`src/rtl/oau_pkg.sv`:
```
package oau_pkg;
  parameter int DATA_W = 8;
  parameter int ADDR_W = 2 * DATA_W;
  localparam int MODE_W = 4;
  localparam int HI_W   = ADDR_W - DATA_W;

  typedef enum logic [MODE_W-1:0] {
    M_REG_A      = 4'd0,
    M_LIT        = 4'd1,
    M_PAGE0      = 4'd2,
    M_PAGE0_X    = 4'd3,
    M_PAGE0_Y    = 4'd4,
    M_PTR0       = 4'd5,
    M_PTR0_PREX  = 4'd6,
    M_PTR0_POSTY = 4'd7,
    M_FULL       = 4'd8,
    M_FULL_X     = 4'd9,
    M_FULL_Y     = 4'd10,
    M_JMP_IND    = 4'd11,
    M_JMP_IND_X  = 4'd12,
    M_BRANCH     = 4'd13,
    M_PAGE0_BIT  = 4'd14,
    M_RESV       = 4'd15
  } amode_e;

  typedef enum logic [2:0] {
    S_IDLE, S_PLO, S_PHI, S_PCAP, S_DATA, S_RCAP, S_FIN
  } st_e;

  function automatic logic [ADDR_W-1:0] zext(input logic [DATA_W-1:0] v);
    return {{HI_W{1'b0}}, v};
  endfunction

  function automatic logic uses_ptr(input amode_e m);
    return (m == M_PTR0) || (m == M_PTR0_PREX) || (m == M_PTR0_POSTY);
  endfunction

  function automatic logic no_bus(input amode_e m);
    return (m == M_REG_A) || (m == M_LIT);
  endfunction

  function automatic logic refused(input amode_e m, input logic wr);
    return (m == M_JMP_IND) || (m == M_JMP_IND_X) || (m == M_BRANCH) ||
           (m == M_RESV) || ((m == M_LIT) && wr);
  endfunction

  // Address of the pointer low byte; 16-bit sum, no page-zero wrap.
  function automatic logic [ADDR_W-1:0] ptr_base(input amode_e m,
                                                 input logic [DATA_W-1:0] b1,
                                                 input logic [DATA_W-1:0] ix);
    return (m == M_PTR0_PREX) ? zext(b1) + zext(ix) : zext(b1);
  endfunction

  // Effective address of the non-pointer memory modes.
  function automatic logic [ADDR_W-1:0] direct_ea(input amode_e m,
                                                  input logic [DATA_W-1:0] b1,
                                                  input logic [DATA_W-1:0] b2,
                                                  input logic [DATA_W-1:0] ix,
                                                  input logic [DATA_W-1:0] iy);
    logic [DATA_W-1:0] wrapped;
    logic [ADDR_W-1:0] full;
    wrapped = b1 + ix;
    full    = {b2, b1};
    case (m)
      M_PAGE0, M_PAGE0_BIT: return zext(b1);
      M_PAGE0_X:            return zext(wrapped);
      M_PAGE0_Y:            return zext(b1) + zext(iy);
      M_FULL:               return full;
      M_FULL_X:             return full + zext(ix);
      M_FULL_Y:             return full + zext(iy);
      default:              return '0;
    endcase
  endfunction

  // Effective address of the pointer modes, once the pointer is known.
  function automatic logic [ADDR_W-1:0] ptr_ea(input amode_e m,
                                               input logic [ADDR_W-1:0] p,
                                               input logic [DATA_W-1:0] iy);
    return (m == M_PTR0_POSTY) ? p + zext(iy) : p;
  endfunction
endpackage

```
`src/rtl/oau_addr_gen.sv`:
```
module oau_addr_gen
  import oau_pkg::*;
(
  input  amode_e            mode,
  input  logic [DATA_W-1:0] op1,
  input  logic [DATA_W-1:0] op2,
  input  logic [DATA_W-1:0] idx_x,
  input  logic [DATA_W-1:0] idx_y,
  input  logic [ADDR_W-1:0] ptr,
  output logic [ADDR_W-1:0] ptr_lo_addr,
  output logic [ADDR_W-1:0] ptr_hi_addr,
  output logic [ADDR_W-1:0] data_addr
);
  always_comb begin
    ptr_lo_addr = ptr_base(mode, op1, idx_x);
    ptr_hi_addr = ptr_lo_addr + {{(ADDR_W-1){1'b0}}, 1'b1};
    if (uses_ptr(mode)) data_addr = ptr_ea(mode, ptr, idx_y);
    else                data_addr = direct_ea(mode, op1, op2, idx_x, idx_y);
  end
endmodule

```
`src/rtl/oau_ctrl.sv`:
```
module oau_ctrl
  import oau_pkg::*;
(
  input  logic              clk,
  input  logic              rst_n,
  input  logic              start,
  input  logic [MODE_W-1:0] mode,
  input  logic              wr_en,
  input  logic [DATA_W-1:0] op1,
  input  logic [DATA_W-1:0] op2,
  input  logic [DATA_W-1:0] idx_x,
  input  logic [DATA_W-1:0] idx_y,
  input  logic [DATA_W-1:0] acc_in,
  input  logic [DATA_W-1:0] wdata,
  input  logic [DATA_W-1:0] bus_rdata,
  input  logic [ADDR_W-1:0] ptr_lo_addr,
  input  logic [ADDR_W-1:0] ptr_hi_addr,
  input  logic [ADDR_W-1:0] data_addr,
  output amode_e            cur_mode,
  output logic [DATA_W-1:0] cur_op1,
  output logic [DATA_W-1:0] cur_op2,
  output logic [DATA_W-1:0] cur_x,
  output logic [DATA_W-1:0] cur_y,
  output logic [ADDR_W-1:0] ptr,
  output logic [ADDR_W-1:0] bus_addr,
  output logic              bus_rd,
  output logic              bus_wr,
  output logic [DATA_W-1:0] bus_wdata,
  output logic [DATA_W-1:0] rd_data,
  output logic              done,
  output logic              err,
  output logic              acc_we,
  output logic [DATA_W-1:0] acc_wdata,
  output logic              idle,
  output logic              data_phase,
  output logic              ptr_hi_phase
);
  st_e               st;
  logic              wr_q;
  logic              err_q;
  logic [DATA_W-1:0] wd_q;
  logic [DATA_W-1:0] rd_q;
  amode_e            req_mode;

  assign req_mode = amode_e'(mode);

  always_ff @(posedge clk or negedge rst_n) begin
    if (!rst_n) begin
      st       <= S_IDLE;
      cur_mode <= M_REG_A;
      cur_op1  <= '0;
      cur_op2  <= '0;
      cur_x    <= '0;
      cur_y    <= '0;
      wr_q     <= 1'b0;
      err_q    <= 1'b0;
      wd_q     <= '0;
      rd_q     <= '0;
      ptr      <= '0;
    end else begin
      case (st)
        S_IDLE: begin
          if (start) begin
            cur_mode <= req_mode;
            cur_op1  <= op1;
            cur_op2  <= op2;
            cur_x    <= idx_x;
            cur_y    <= idx_y;
            wr_q     <= wr_en;
            wd_q     <= wdata;
            err_q    <= refused(req_mode, wr_en);
            if (refused(req_mode, wr_en)) begin
              st <= S_FIN;
            end else if (no_bus(req_mode)) begin
              rd_q <= (req_mode == M_LIT) ? op1 : acc_in;
              st   <= S_FIN;
            end else if (uses_ptr(req_mode)) begin
              st <= S_PLO;
            end else begin
              st <= S_DATA;
            end
          end
        end
        S_PLO: st <= S_PHI;
        S_PHI: begin
          ptr[DATA_W-1:0] <= bus_rdata;
          st <= S_PCAP;
        end
        S_PCAP: begin
          ptr[ADDR_W-1:DATA_W] <= bus_rdata;
          st <= S_DATA;
        end
        S_DATA: st <= wr_q ? S_FIN : S_RCAP;
        S_RCAP: begin
          rd_q <= bus_rdata;
          st   <= S_FIN;
        end
        S_FIN:   st <= S_IDLE;
        default: st <= S_IDLE;
      endcase
    end
  end

  always_comb begin
    bus_addr = '0;
    case (st)
      S_PLO:   bus_addr = ptr_lo_addr;
      S_PHI:   bus_addr = ptr_hi_addr;
      S_DATA:  bus_addr = data_addr;
      default: bus_addr = '0;
    endcase
  end

  assign data_phase   = (st == S_DATA);
  assign ptr_hi_phase = (st == S_PHI);
  assign idle         = (st == S_IDLE);
  assign bus_rd       = (st == S_PLO) || (st == S_PHI) || (data_phase && !wr_q);
  assign bus_wr       = data_phase && wr_q;
  assign bus_wdata    = wd_q;
  assign done         = (st == S_FIN);
  assign err          = done && err_q;
  assign rd_data      = rd_q;
  assign acc_we       = done && !err_q && wr_q && (cur_mode == M_REG_A);
  assign acc_wdata    = wd_q;
endmodule

```
`src/rtl/opnd_access_unit.sv`:
```
module opnd_access_unit
  import oau_pkg::*;
(
  input  logic              clk,
  input  logic              rst_n,
  input  logic              start,
  input  logic [MODE_W-1:0] mode,
  input  logic              wr_en,
  input  logic [DATA_W-1:0] op1,
  input  logic [DATA_W-1:0] op2,
  input  logic [DATA_W-1:0] idx_x,
  input  logic [DATA_W-1:0] idx_y,
  input  logic [DATA_W-1:0] acc_in,
  input  logic [DATA_W-1:0] wdata,
  output logic [ADDR_W-1:0] bus_addr,
  output logic              bus_rd,
  output logic              bus_wr,
  output logic [DATA_W-1:0] bus_wdata,
  input  logic [DATA_W-1:0] bus_rdata,
  output logic [DATA_W-1:0] rd_data,
  output logic              done,
  output logic              err,
  output logic              acc_we,
  output logic [DATA_W-1:0] acc_wdata
);
  amode_e            cur_mode;
  logic [DATA_W-1:0] cur_op1, cur_op2, cur_x, cur_y;
  logic [ADDR_W-1:0] ptr, ptr_lo_addr, ptr_hi_addr, data_addr;
  logic              idle, data_phase, ptr_hi_phase;

  oau_addr_gen u_agen (
    .mode        (cur_mode),
    .op1         (cur_op1),
    .op2         (cur_op2),
    .idx_x       (cur_x),
    .idx_y       (cur_y),
    .ptr         (ptr),
    .ptr_lo_addr (ptr_lo_addr),
    .ptr_hi_addr (ptr_hi_addr),
    .data_addr   (data_addr)
  );

  oau_ctrl u_ctrl (
    .clk          (clk),
    .rst_n        (rst_n),
    .start        (start),
    .mode         (mode),
    .wr_en        (wr_en),
    .op1          (op1),
    .op2          (op2),
    .idx_x        (idx_x),
    .idx_y        (idx_y),
    .acc_in       (acc_in),
    .wdata        (wdata),
    .bus_rdata    (bus_rdata),
    .ptr_lo_addr  (ptr_lo_addr),
    .ptr_hi_addr  (ptr_hi_addr),
    .data_addr    (data_addr),
    .cur_mode     (cur_mode),
    .cur_op1      (cur_op1),
    .cur_op2      (cur_op2),
    .cur_x        (cur_x),
    .cur_y        (cur_y),
    .ptr          (ptr),
    .bus_addr     (bus_addr),
    .bus_rd       (bus_rd),
    .bus_wr       (bus_wr),
    .bus_wdata    (bus_wdata),
    .rd_data      (rd_data),
    .done         (done),
    .err          (err),
    .acc_we       (acc_we),
    .acc_wdata    (acc_wdata),
    .idle         (idle),
    .data_phase   (data_phase),
    .ptr_hi_phase (ptr_hi_phase)
  );
endmodule

```
`config.mk`:
```
export PLATFORM = sky130hd
export DESIGN_NAME = opnd_access_unit
export DESIGN_NICKNAME = d
export VERILOG_FILES = /design/src/rtl/oau_pkg.sv /design/src/rtl/oau_addr_gen.sv /design/src/rtl/oau_ctrl.sv /design/src/rtl/opnd_access_unit.sv
export SDC_FILE = /design/constraint.sdc
export NUM_CORES = 1
export LEC_CHECK = 0
export ABC_AREA = 1
export BUFFER_PORTS_ARGS = -buffer_cell sky130_fd_sc_hd__clkbuf_2
export CORE_ASPECT_RATIO = 1.75
export CORE_MARGIN = 2
export CORE_UTILIZATION = 58
export CTS_BUF_LIST = sky130_fd_sc_hd__clkbuf_16
export CTS_CLUSTER_SIZE = 8
export DETAILED_ROUTE_END_ITERATION = 8
export PLACE_DENSITY = 0.88
export REMOVE_ABC_BUFFERS = 1
export SLEW_MARGIN = 20
export SYNTH_ARGS = -nofsm -noshare
export SYNTH_HDL_FRONTEND = slang
export SYNTH_SLANG_ARGS = --single-unit
```
`constraint.sdc`:
```
create_clock -name clk -period 7.55 [get_ports clk]
set_input_delay 0.755 -clock clk [delete_from_list [all_inputs] [get_ports clk]]
set_output_delay 0.755 -clock clk [all_outputs]
set_load 0.05 [all_outputs]
```
### Word-level counts from Yosys, hierarchy flattened

Index checks and enable logic that the tools add are counted.

* register bits: 73
* output and inout port bits: 45

* reductions and logical operators: 27
* eq/ne operators: 27
* $add $sub $neg: 7
* muxes and demuxes: 16

Operators by type and width (count)
* one-hot mux 16 bit (6 select lines): 1
* adder 16 x 8 -> 16 bit: 3
* two-way mux 16 bit: 3
* one-hot mux 16 bit (3 select lines): 1
* equality test 4 bit (second input constant): 8
* two-way mux 8 bit: 4
* equality test 4 x 3 -> 1 bit (second input constant): 7
* adder 8 x 8 -> 9 bit: 2
* one-hot mux 3 bit (6 select lines): 1
* adder 16 x 1 -> 16 bit (second input constant): 1
* one-hot mux 8 bit (2 select lines): 1
* two-way mux 3 bit: 4
* logical OR 1 bit: 11
* equality test 3 bit (second input constant): 3
* adder 8 bit: 1
* equality test 4 x 2 -> 1 bit (second input constant): 2
* logical NOT 4 bit: 2
* logical AND 1 bit: 7
* equality test 3 x 2 -> 1 bit (second input constant): 2
* equality test 4 x 1 -> 1 bit (second input constant): 1
* inequality test 2 bit (second input constant): 2
* AND reduction 4 bit: 1
* equality test 3 x 1 -> 1 bit (second input constant): 1
* logical NOT 3 bit: 1
* other kinds (6): 7

### Logic depth before layout (Yosys ltp)

Gate-level depths: netlist of run 1.

* depth in word-level cells: 8
* gate-level depth with buffers: 20
* mapped depth without buffers: 20

### Cells and area by module

A second synthesis of run 1 with hierarchy kept.

* cell total of the unflattened synthesis: 1018
* area, all modules: 6497.5 um2

Modules (own cells, without submodules)
* oau_ctrl: cells each 467, times used 1, area an instance 3507.1 um2, sequential area each 1826.8 um2
* oau_addr_gen: cells each 551, times used 1, area an instance 2990.4 um2, sequential area each 0.0 um2

### Least setup slack after synthesis of run 1

Ideal clock, no wire load.

* kind: register -> output
* start point: reg u_ctrl.cur_mode[2]
* end point: out bus_addr[14]
* cell stages (with the launch flop): 18
* data arrival time: 3.059 ns
* slack: 3.736 ns
* required time: 6.795 ns
* path through: dfrtp_1 inv_2 nand2_1 inv_1 nand2_1 mux2_2 ha_1 inv_1 fa_1 inv_1 nand3_1 nand2_1 nand4_1 nand2_1 nand2_1 o21ai_0 nand2_1 a21oi_1

* word-level cells in the longest chain between the ends: 5
* elaborated cells on any way between the ends: 19

Ends and longest elaborated chain
* from (decl): RTL line oau_ctrl.sv:19 `output amode_e cur_mode,`
* from (signal assigned): RTL line oau_ctrl.sv:64 `cur_mode <= req_mode;`
* parallel branches: the longest is 4 deep, another holds adder 16 x 1 -> 16 bit
* one-hot mux 16 bit (3 select lines) (*): RTL line oau_ctrl.sv:106 `case (st)`
* to (decl): RTL line opnd_access_unit.sv:15 `output logic [ADDR_W-1:0] bus_addr,`

Every way passes the cells marked *.

### Final worst setup path of run 1

* start point: reg u_ctrl.cur_mode[2]
* end point: out bus_addr[10]

The elaborated chain is that of the path after synthesis.

==> results.md, run 1 <==
* H-tree levels at 3
* Peak Freq at between 0.2 and 0.25 GHz
* Max-slew violation count at 0
* CP Class: reg2out
* Final min period at about 4.4 ns
* Synth Cell Area at between 6000 and 7000 um^2
* Multiplexer share of the synthesized area at 6.49%
* Remaining antenna violation count after routing at 0
* Starting density of the core at 59.1%
* Vias per cell at slightly below 6
* Simple-gate portion of the synthesized area at 34.9%
* Top FF cell, synth: dfrtp_1
* Final Setup Violations at 0
* Most frequent cell after synthesis: nand2_1
* Compound-Gate Fraction of Synth Area at a little under an eighth
* Number of global-route vias before repair at ~6.5k
* DRC at 0
* CORE AREA at around 11000 um^2
* Initial antenna violation count at 0
* Drt wl/cell at between 15 and 20 um
* Area leader, netlist: dfrtp_1
* Worst R2R End: u_ctrl.cur_x[2]$_DFFE_PN0P_
* CTS tree: done
* GRT Total Usage at roughly a third
* Flops & latches, synth at between 70 and 80
* Postcts setup bufs at 0
* I/O Buffers at between 100 and 150
* Die height at between 100 and 150 um
* Most common library cells after synthesis: nand2_1 (240), nand3_1 (104), inv_1 (100)
* Largest family of logic cells by synthesized area: simple AND/OR/NAND/NOR gates
* Grt ovf at 0
* Worst skew pair latency at 0.34 ns
* Slew headroom at around a third
* Post-synth EDFFs at 0
* Cell mode on critical path: nand2_1
* Critical path startpoint category: flip-flop
* First-pass GRT wire length at 31.0 mm
* RSZ-0062 raised after global routing: false
* Crit-path leading delay family: simple AND/OR/NAND/NOR gates
* Critical Path AT at 3.65 ns
* DR pass1 iterations at 5
* Worst Hold End: u_ctrl.err_q$_DFFE_PN0P_
* Outcome: finished, final reports clean
* CTS buffer count at 9
* Post-synth ARST share at 100%
* Buf+Inv Stages, Crit Path at 5
* DRT Wirelength at around 19 mm
* Yosys warns at 0
* Max_cap viols at 0
* Final hold violation count at 0
* Worst-margin pin slew at between 1 and 1.5 ns
* P&R area growth vs syn at 13.5%
* Root buf cell: clkbuf_16
* DR vias at between 6k and 7k
* Layout cell share with drive strength beyond 1 at approximately a fifth
* R2r setup slk at about 5.4 ns
* Die width at between 80 and 90 um
* Rows at 50
* Worst Hold Depth at 2
* Worst r2r path cells at 6
* XOR/XNOR Fraction of Synth Area at less than 1%
* Hold path startpoint: u_ctrl.err_q$_DFFE_PN0P_
* CTS Hold Bufs at 0
* Slowest cell on crit path: dfrtp_1
* Reg2reg start: u_ctrl.st[0]$_DFFE_PN0P_
* Die footprint at about 12000 um^2
* Sequential area share after synthesis at between 20% and 30%
* Worst-path clk slew at 0.06 ns
* Synth unique cells at between 40 and 50
* Cts repair resizes at 0
* Required time worst endpoint at 6.80 ns
* Placer Congestion at ~1
* Area contributors post-synth: dfrtp_1 (29%), nand2_1 (14%), nand3_1 (8.3%), ha_1 (7.0%), mux2_2 (6.5%)
* Mapped Avg Cell Area at about 6.9 um^2
* Top-Level Pins at about 110
* Crit share post-route at between 50% and 60%
* Drt first-iter violations at 430
* DP HPWL at about 15 mm
* # fillers at 950
* Synth Area in Adders at under 10%
* CTS sink cnt at 73
* Top-area cell type share of the netlist area at around 30%
* Diode count at 0
* Layout Skew at 0.00446 ns
* Max FO, Critical Path at 9
* Mapped Cells at 906
* Pin count of the biggest net entering global routing at between 70 and 80
* CTS max path bufs at 2
* NumNets Final at approximately 1.1k
* Crit end category: output pin
* Hold WC Path Type: reg2reg
* CP max stage delay at about 0.41 ns
* Setup TNS at 0 ns
* CP Cell Sequence: inv_2 -> nand2_1 -> inv_1 -> nand2_1 -> mux2_2 -> ha_1 -> inv_1 -> fa_1 -> inv_1 -> nand3_1 -> nand2_1 -> nand3_1 -> nand2_1 -> nand2_1 -> o21ai_0 -> nand3_1 -> nand3_1 -> nand2_1 -> nor2_1 -> clkbuf_2
[state kept, by name, indices dropped and copies added (netlist names), 3 cells and up]
signal,cells
u_ctrl.acc_wdata,8
u_ctrl.cur_mode,4
u_ctrl.cur_op1,8
u_ctrl.cur_op2,8
u_ctrl.cur_x,8
u_ctrl.cur_y,8
u_ctrl.ptr,16
u_ctrl.rd_data,8
u_ctrl.st,3
[cell usage in the layout, fill, tap and decap left out, types with 8 or more instances in the layout]
| master | n |
|---|---|
| or2_2 | 9 |
| a21oi_1 | 58 |
| nand3_1 | 104 |
| o21ai_0 | 46 |
| nand2_1 | 240 |
| inv_1 | 100 |
| ha_1 | 35 |
| dfrtp_1 | 73 |
| nand3b_1 | 8 |
| nand4_1 | 12 |
| mux2_2 | 36 |
| clkbuf_16 | 9 |
| a31o_2 | 8 |
| clkbuf_2 | 107 |
| nor2_1 | 91 |
[routing by layer]
| metal | vias to the layer above | share of wire (%) | wire, um | GRT usage, % |
|---|---|---|---|---|
| li1 | 3183 | - | - | - |
| met1 | 3078 | 34 | 6690 | 37.8 |
| met2 | 304 | 50 | 9720 | 58.5 |
| met3 | 123 | 6.1 | 1180 | 5.98 |
| met4 | 0 | 9.5 | 1840 | 29.3 |
| met5 | - | 0 | 0 | 0 |
[through the flow]
stage | util, % | cells | hold WS [ns] | setup WS [ns] | cell area [um^2]
6_report | 67.0 | 1134 | 0.491 | 3.15 | 7090
3_5_place_dp | 64.3 | 1118 | 0.480 | 3.54 | 6790
3_3_place_gp | 64.3 | 1118 | 0.475 | 3.68 | 6790
2_1_floorplan | - | 879 | 0.453 | 3.70 | 6080
4_1_cts | 67.0 | 1134 | 0.497 | 3.17 | 7090
5_1_grt | 67.0 | 1134 | 0.512 | 2.77 | 7090
[cells by family (layout without fill, tap and decap cells)]
| family | Yosys count | count (layout) |
|---|---|---|
| AOI/OAI and AO/OA | 130 | 130 |
| and+or+nand+nor | 492 | 492 |
| muxes | 36 | 36 |
| xor gates and xnor gates | 2 | 2 |
| DFF | 73 | 73 |
| buffers and inverters | 134 | 232 |
| adders and majority gates | 39 | 39 |
[worst min-delay path: cells and delay by family, from the launching register on]
kind	cells	cell delay, ns
AOI/OAI and AO/OA	1	0.07
DFF	1	0.34
and+or+nand+nor	1	0.05
[cell type report]
type,count,area (um^2),share of cell area (%)
Clock buffer,9,225,3.18
Clock inverter,7,68.8,0.971
Inverter,107,404,5.70
Multi-Input combinational cell,699,3850,54.3
Sequential cell,73,1830,25.8
Tap cell,130,163,2.29
Timing Repair Buffer,109,551,7.77
[worst max-delay path by stage]
stage	startpoint	endpoint	slack, ns	cells past startpoint
5_1_grt	u_ctrl.cur_mode[2]$_DFFE_PN0P_	bus_addr[10]	2.77	20
3_3_place_gp	u_ctrl.cur_mode[2]$_DFFE_PN0P_	bus_addr[10]	3.68	20
3_5_place_dp	u_ctrl.cur_mode[2]$_DFFE_PN0P_	bus_addr[10]	3.54	20
4_1_cts	u_ctrl.cur_mode[2]$_DFFE_PN0P_	bus_addr[10]	3.17	20
2_1_floorplan	u_ctrl.cur_mode[2]$_DFFE_PN0P_	bus_addr[10]	3.70	19
6_report	u_ctrl.cur_mode[2]$_DFFE_PN0P_	bus_addr[10]	3.15	20
Power of run 1 is not shown: default switching activity piles up to over one toggle a cycle in this logic, so the estimate is an artifact.
==> run 2: changes to the inputs <==
--- a/config.mk
+++ b/config.mk
@@ -5,15 +5,15 @@
 export SDC_FILE = /design/constraint.sdc
 export NUM_CORES = 1
 export LEC_CHECK = 0
-export ABC_AREA = 1
+export ABC_AREA = 0
 export BUFFER_PORTS_ARGS = -buffer_cell sky130_fd_sc_hd__clkbuf_2
 export CORE_ASPECT_RATIO = 1.75
 export CORE_MARGIN = 2
-export CORE_UTILIZATION = 58
+export CORE_UTILIZATION = 57
 export CTS_BUF_LIST = sky130_fd_sc_hd__clkbuf_16
 export CTS_CLUSTER_SIZE = 8
 export DETAILED_ROUTE_END_ITERATION = 8
-export PLACE_DENSITY = 0.88
+export PLACE_DENSITY = 0.87
 export REMOVE_ABC_BUFFERS = 1
 export SLEW_MARGIN = 20
 export SYNTH_ARGS = -nofsm -noshare
==> constraint.sdc (replaced) <==
create_clock -name clk -period 4.15 [get_ports clk]
set_input_delay 0.415 -clock clk [delete_from_list [all_inputs] [get_ports clk]]
set_output_delay 0.415 -clock clk [all_outputs]
set_load 0.05 [all_outputs]
==> results.md, run 2 <==
* Placer Congestion at 0.993 (-0.49%)
* Die width at 81.3 um (-1.3%)
* CORE AREA at 10200 um^2 (-3.2%)
* Layout cell share with drive strength beyond 1 at 32.2% (+12 points)
* DRC at 0 (unchanged)
* Max FO, Critical Path at 5 (-4)
* Grt ovf at 0 (unchanged)
* CTS buffer count at 9 (unchanged)
* NumNets Final at 852 (-23%)
* DP HPWL at 14.7 mm (-1.8%)
* Largest Register: u_ctrl.ptr
* Area leader, netlist: dfrtp_1
* Max-slew violation count at 0 (unchanged)
* Mapped Cells at 650 (-28%)
* Peak Freq at around 0.25 GHz
* Outcome: finished, final reports clean
* DR vias at 5658 (-15%)
* Yosys warns at 0 (unchanged)
* Most frequent cells in the layout: clkbuf_2 (100), dfrtp_1 (73), mux2_2 (70)
* Crit end category: output pin
* GRT Total Usage at 34.3% (-1.0 points)
* Crit-path leading delay family: compound AO/OA/AOI/OAI gates
* H-tree levels at 3 (unchanged)
* Finished Core Util at 68.6% (+1.6 points)
* Final min period at between 4 and 5 ns
* Slowest cell on crit path: dfrtp_1
* Max_cap viols at 0 (unchanged)
* CTS tree: done
* Diode count at 0 (unchanged)
* Sequential area share after synthesis at 30.6% (+1.4 points)
* Layout Skew at 0.00563 ns (+0.00117 ns)
* Required time worst endpoint at 3.73 ns (-3.07 ns)
* Top-Level Pins at 109 (unchanged)
* CTS max path bufs at 2 (unchanged)
* Flops & latches, synth at 73 (unchanged)
* Buf+Inv Stages, Crit Path at 2 (-3)
* Final cell count without fillers at 881 (-22%)
* CP Cell Sequence: nand2b_4 -> nor2_2 -> buf_6 -> mux2_2 -> ha_1 -> a21o_1 -> or3_1 -> o21a_1 -> o21ai_0 -> a221oi_2 -> nor4_1 -> a211o_1 -> buf_2
* Synth Cell Area at 5960 um^2 (-4.5%)
* Post-synth EDFFs at 0 (unchanged)
* Most common library cells after synthesis: dfrtp_1 (73), mux2_2 (70), nor2_1 (52)
* Remaining antenna violation count after routing at 0 (unchanged)
* Number of global-route vias before repair at 5552 (-14%)
* Setup TNS at 0 ns (unchanged)
* CTS Hold Bufs at 0 (unchanged)
* Most frequent cell after synthesis: dfrtp_1
* Drt first-iter violations at 437 (+1.6%)
* Initial antenna violation count at 0 (unchanged)
* Final Setup Violations at 0 (unchanged)
* DRT Wirelength at 19.2 mm (-1.3%)
* Top-area cell type share of the netlist area at 30.6% (+1.4 points)
* Most common cell after layout, fill and taps aside: clkbuf_2
* Drt wl/cell at 21.8 um (+27%)
* Number of flip-flops in the largest register at 16 (unchanged)
* Vias per cell at 6.42 (+8.9%)
* Final hold violation count at 0 (unchanged)
* Worst-path clk slew at 0.06 ns (about the same)
* Slew headroom at 37.1% (+4.9 points)
* RSZ-0062 raised after global routing: false
* Pin count of the biggest net entering global routing at 74 (unchanged)
* Root buf cell: clkbuf_16
* Crit share post-route at a little over nine tenths
* Post-synth ARST share at 100% (unchanged)
* CP max stage delay at 0.38 ns (-0.03 ns)
* Worst-margin pin slew at 0.944 ns (-0.0701 ns)
* Mapped Avg Cell Area at 9.18 um^2 (+33%)
* Area contributors post-synth: dfrtp_1 (31%), mux2_2 (13%), ha_1 (7.3%), a21oi_1 (4.0%), o21ai_0 (3.9%)
* Critical Path AT at 3.64 ns (about the same)
* Rows at 49 (-2.0%)
* P&R area growth vs syn at 17.8%
* Critical path startpoint category: flip-flop
* Starting density of the core at 58.3% (-0.81 points)
* Die height at 139 um (-1.4%)
* Synth unique cells at 70 (+67%)
* First-pass GRT wire length at 29.4 mm (-5.0%)
* # fillers at 811 (-15%)
* Placed Cells at 860 (-23%)
* Top FF cell, synth: dfrtp_1
* DR pass1 iterations at 5 (unchanged)
* Hold WC Path Type: in2async
* Die footprint at 11300 um^2 (-2.7%)
* Worst skew pair latency at 0.34 ns (about the same)
* CP Class: reg2out
* CTS sink cnt at 73 (unchanged)
* I/O Buffers at 108 (unchanged)
==> run 2: area by class of cell <==
type	count	area (um^2)	share of cell area, %
clock buffer	9	225	3.20
clock inverter	7	101	1.44
inverter	16	60.1	0.855
multi-input combinational	525	3940	56.1
sequential	73	1830	26.0
tap	127	159	2.26
timing repair buffer	124	714	10.2
==> run 2: kinds of logic after synthesis <==
group | after synthesis | share of synthesized area [%]
XOR/XNOR | 29 | 4.26
buffers and inverters | 52 | 4.51
flip-flops | 73 | 30.6
multiplexers | 86 | 15.9
adder cells (fa/ha/maj) | 40 | 8.85
AND/OR/NAND/NOR | 185 | 15.6
AO/OA/AOI/OAI | 185 | 20.2
==> run 2: path summary, 6_finish.rpt <==
check | slack, ns | start | depth (start not counted) | end
max reg2reg | 1.96 | u_ctrl.st[2]$_DFFE_PN0P_ | 4 | u_ctrl.rd_data[7]$_DFFE_PN0P_
min in group clk | 0.30 | op2[0] | 3 | u_ctrl.cur_op2[0]$_DFFE_PN0P_
max in group asynchronous | 3.32 | rst_n | 1 | u_ctrl.cur_mode[1]$_DFFE_PN0P_
min | 0.22 | rst_n | 1 | u_ctrl.rd_data[4]$_DFFE_PN0P_
min reg2reg | 0.52 | u_ctrl.rd_data[4]$_DFFE_PN0P_ | 1 | u_ctrl.rd_data[4]$_DFFE_PN0P_
max | 0.09 | u_ctrl.cur_mode[2]$_DFFE_PN0P_ | 13 | bus_addr[8]
==> run 2: stage by stage <==
step / hold slack (ns) / cell area [um^2] / setup slack, ns
after floorplan: 0.119 / 5760 / -0.487
after global placement: 0.495 / 6590 / 0.401
after detailed placement: 0.509 / 6590 / 0.269
after CTS: 0.261 / 6930 / 0.0298
after global routing: 0.305 / 7030 / 0.00377
final: 0.217 / 7030 / 0.0922
==> run 2: repair_timing <==
item	in CTS	in global routing
cloned	0	1
gates resized for setup	2	22
setup buffers	0	4
pin swaps	0	5
setup endpoints to repair	1	7
==> run 2: routing by layer <==
layer | global-route usage (%) | share of wire [%] | vias up
met5 | 0 | 0 | -
met4 | 21.1 | 6.6 | 0
met3 | 4.47 | 4.3 | 86
met2 | 59.9 | 53 | 241
met1 | 37.9 | 36 | 2726
li1 | - | - | 2605
==> run 2: worst register-to-register path: cells and delay by family (launching register included) <==
kind / cells / cell delay, ns
mux: 1 / 0.30
flops: 1 / 0.79
compound gates: 1 / 0.07
simple gates: 2 / 0.92
Power of run 2 is left out for the same reason.
==> run 3: changes to the inputs <==
--- a/config.mk
+++ b/config.mk
@@ -9,11 +9,11 @@
 export BUFFER_PORTS_ARGS = -buffer_cell sky130_fd_sc_hd__clkbuf_2
 export CORE_ASPECT_RATIO = 1.75
 export CORE_MARGIN = 2
-export CORE_UTILIZATION = 57
+export CORE_UTILIZATION = 55
 export CTS_BUF_LIST = sky130_fd_sc_hd__clkbuf_16
 export CTS_CLUSTER_SIZE = 8
 export DETAILED_ROUTE_END_ITERATION = 8
-export PLACE_DENSITY = 0.87
+export PLACE_DENSITY = 0.85
 export REMOVE_ABC_BUFFERS = 1
 export SLEW_MARGIN = 20
 export SYNTH_ARGS = -nofsm -noshare
==> constraint.sdc (replaced) <==
create_clock -name clk -period 5.26 [get_ports clk]
set_input_delay 0.526 -clock clk [delete_from_list [all_inputs] [get_ports clk]]
set_output_delay 0.526 -clock clk [all_outputs]
set_load 0.05 [all_outputs]
==> results.md, run 3 (same netlist as run 2, synthesis figures left out) <==
* Worst-path clk slew at 0.07 ns (about the same)
* Peak Freq at between 0.2 and 0.25 GHz
* Final hold violation count at 0 (unchanged)
* Cell mode on critical path: a21oi_1
* Max FO, Critical Path at 11 (+6)
* Die width at 82.7 um (+1.7%)
* Cts repair resizes at 0 (-2)
* Outcome: finished, final reports clean
* DRT Wirelength at 18.8 mm (-1.8%)
* Drt first-iter violations at 430 (-1.6%)
* Finished Core Util at 64.1% (-4.5 points)
* Initial antenna violation count at 0 (unchanged)
* I/O Buffers at 108 (unchanged)
* Worst skew pair latency at 0.34 ns (about the same)
* Slew headroom at 35.9% (-1.1 points)
* CORE AREA at 10600 um^2 (+3.9%)
* Layout Skew at 0.0127 ns (+0.00705 ns)
* Remaining antenna violation count after routing at 0 (unchanged)
* Largest Register: u_ctrl.ptr
* Layout cell share with drive strength beyond 1 at 29.8% (-2.4 points)
* CTS sink cnt at 73 (unchanged)
* Top-Level Pins at 109 (unchanged)
* GRT Total Usage at 33.4% (-0.90 points)
* DR vias at 5571 (-1.5%)
* Root buf cell: clkbuf_16
* Crit share post-route at between 90% and 100%
* CTS Hold Bufs at 0 (unchanged)
* CP Class: reg2out
* First-pass GRT wire length at 29.4 mm (about the same)
* CTS tree: done
* Critical path startpoint category: flip-flop
* Required time worst endpoint at 4.73 ns (+1.00 ns)
* Diode count at 0 (unchanged)
* CTS max path bufs at 2 (unchanged)
* Buf+Inv Stages, Crit Path at 3 (+1)
* Number of global-route vias before repair at 5609 (+1.0%)
* NumNets Final at 842 (-1.2%)
* H-tree levels at 3 (unchanged)
* CP max stage delay at 0.57 ns (+0.19 ns)
* Starting density of the core at 56.1% (-2.2 points)
* Die height at 142 um (+1.8%)
* Max_cap viols at 0 (unchanged)
* CP Cell Sequence: nand2b_1 -> nor2_1 -> buf_4 -> o21ai_0 -> inv_1 -> fa_1 -> nand3b_1 -> a21oi_1 -> o21a_1 -> nand3_1 -> or3_1 -> nor3_1 -> a21oi_1 -> o22ai_1 -> clkbuf_2
* Grt ovf at 0 (unchanged)
* DR pass1 iterations at 6 (+1)
* Critical Path AT at 4.24 ns (+0.60 ns)
* Vias per cell at 6.37 (-0.75%)
* Worst-margin pin slew at 0.961 ns (+0.0171 ns)
* DRC at 0 (unchanged)
* Dpl ws at 0.941 ns (+0.672 ns)
* Max-slew violation count at 0 (unchanged)
* RSZ-0062 raised after global routing: false
* Rows at 50 (+2.0%)
* Crit-path leading delay family: simple AND/OR/NAND/NOR gates
* Placer Congestion at 1.00 (+0.71%)
* Slowest cell on crit path: dfrtp_1
* Drt wl/cell at 21.6 um (-0.99%)
* Die footprint at 11700 um^2 (+3.5%)
* Number of flip-flops in the largest register at 16 (unchanged)
* Pin count of the biggest net entering global routing at 74 (unchanged)
* Crit end category: output pin
* Hold WC Path Type: in2async
* Setup WS post-layout at 0.493 ns (+0.401 ns)
* Setup TNS at 0 ns (unchanged)
* DP HPWL at 14.8 mm (+1.1%)
* Most frequent cells in the layout: clkbuf_2 (107), dfrtp_1 (73), mux2_2 (70)
* Most common cell after layout, fill and taps aside: clkbuf_2
* Postcts setup bufs at 0 (unchanged)
* Final min period at ~4.8 ns
* Final Setup Violations at 0 (unchanged)
* CTS buffer count at 9 (unchanged)
* P&R area growth vs syn at 14.4%
run 3: cell count changes in the layout (fill, tap and decap cells not counted), sizes merged:
cell,previous run,this run
buf,24,7
clkbuf,109,116
clkinv,4,1
clkinvlp,0,2
inv,17,19
bufinv,2,1
run 3: cell type report:
class,count,area (um^2)
Multi-Input combinational cell,525,3870
Sequential cell,73,1830
Inverter,16,60.1
Tap cell,130,163
Fill cell,904,3810
Timing Repair Buffer,114,588
Clock buffer,9,225
Clock inverter,7,85.1
run 3: per-layer routing:
metal	vias up	wire length [um]	global-route usage (%)
li1	2575	-	-
met1	2702	6940	37.2
met2	222	9870	58.3
met3	72	704	3.82
met4	0	1320	21.0
met5	-	0	0
run 3: worst paths after layout:
| path | from | end | slack [ns] | depth (start not counted) |
|---|---|---|---|---|
| min reg2reg | u_ctrl.rd_data[7]$_DFFE_PN0P_ | u_ctrl.rd_data[7]$_DFFE_PN0P_ | 0.52 | 1 |
| max reg2reg | u_ctrl.st[2]$_DFFE_PN0P_ | u_ctrl.rd_data[5]$_DFFE_PN0P_ | 3.01 | 4 |
| min | rst_n | u_ctrl.cur_op1[5]$_DFFE_PN0P_ | 0.31 | 1 |
| max in group asynchronous | rst_n | u_ctrl.wr_q$_DFFE_PN0P_ | 4.29 | 1 |
| min in group clk | op2[0] | u_ctrl.cur_op2[0]$_DFFE_PN0P_ | 0.40 | 3 |
| max | u_ctrl.cur_mode[2]$_DFFE_PN0P_ | bus_addr[14] | 0.49 | 15 |
run 3: stage by stage:
| stage | hold WS (ns) | std cells | cell area (um^2) |
|---|---|---|---|
| after global routing | 0.405 | 874 | 6820 |
| after detailed placement | 0.505 | 858 | 6510 |
| after CTS | 0.368 | 874 | 6820 |
| after floorplan | 0.230 | 614 | 5760 |
| after global placement | 0.494 | 858 | 6510 |
| final | 0.305 | 874 | 6820 |
run 3: worst reg2reg max path, cell delays in order (launching register included):
cell and delay [ns]:
dfrtp_1 0.78, nand3_1 0.69, nor2_1 0.29, a21oi_1 0.07, mux2_2 0.30
Power of run 3 is left out for the same reason.
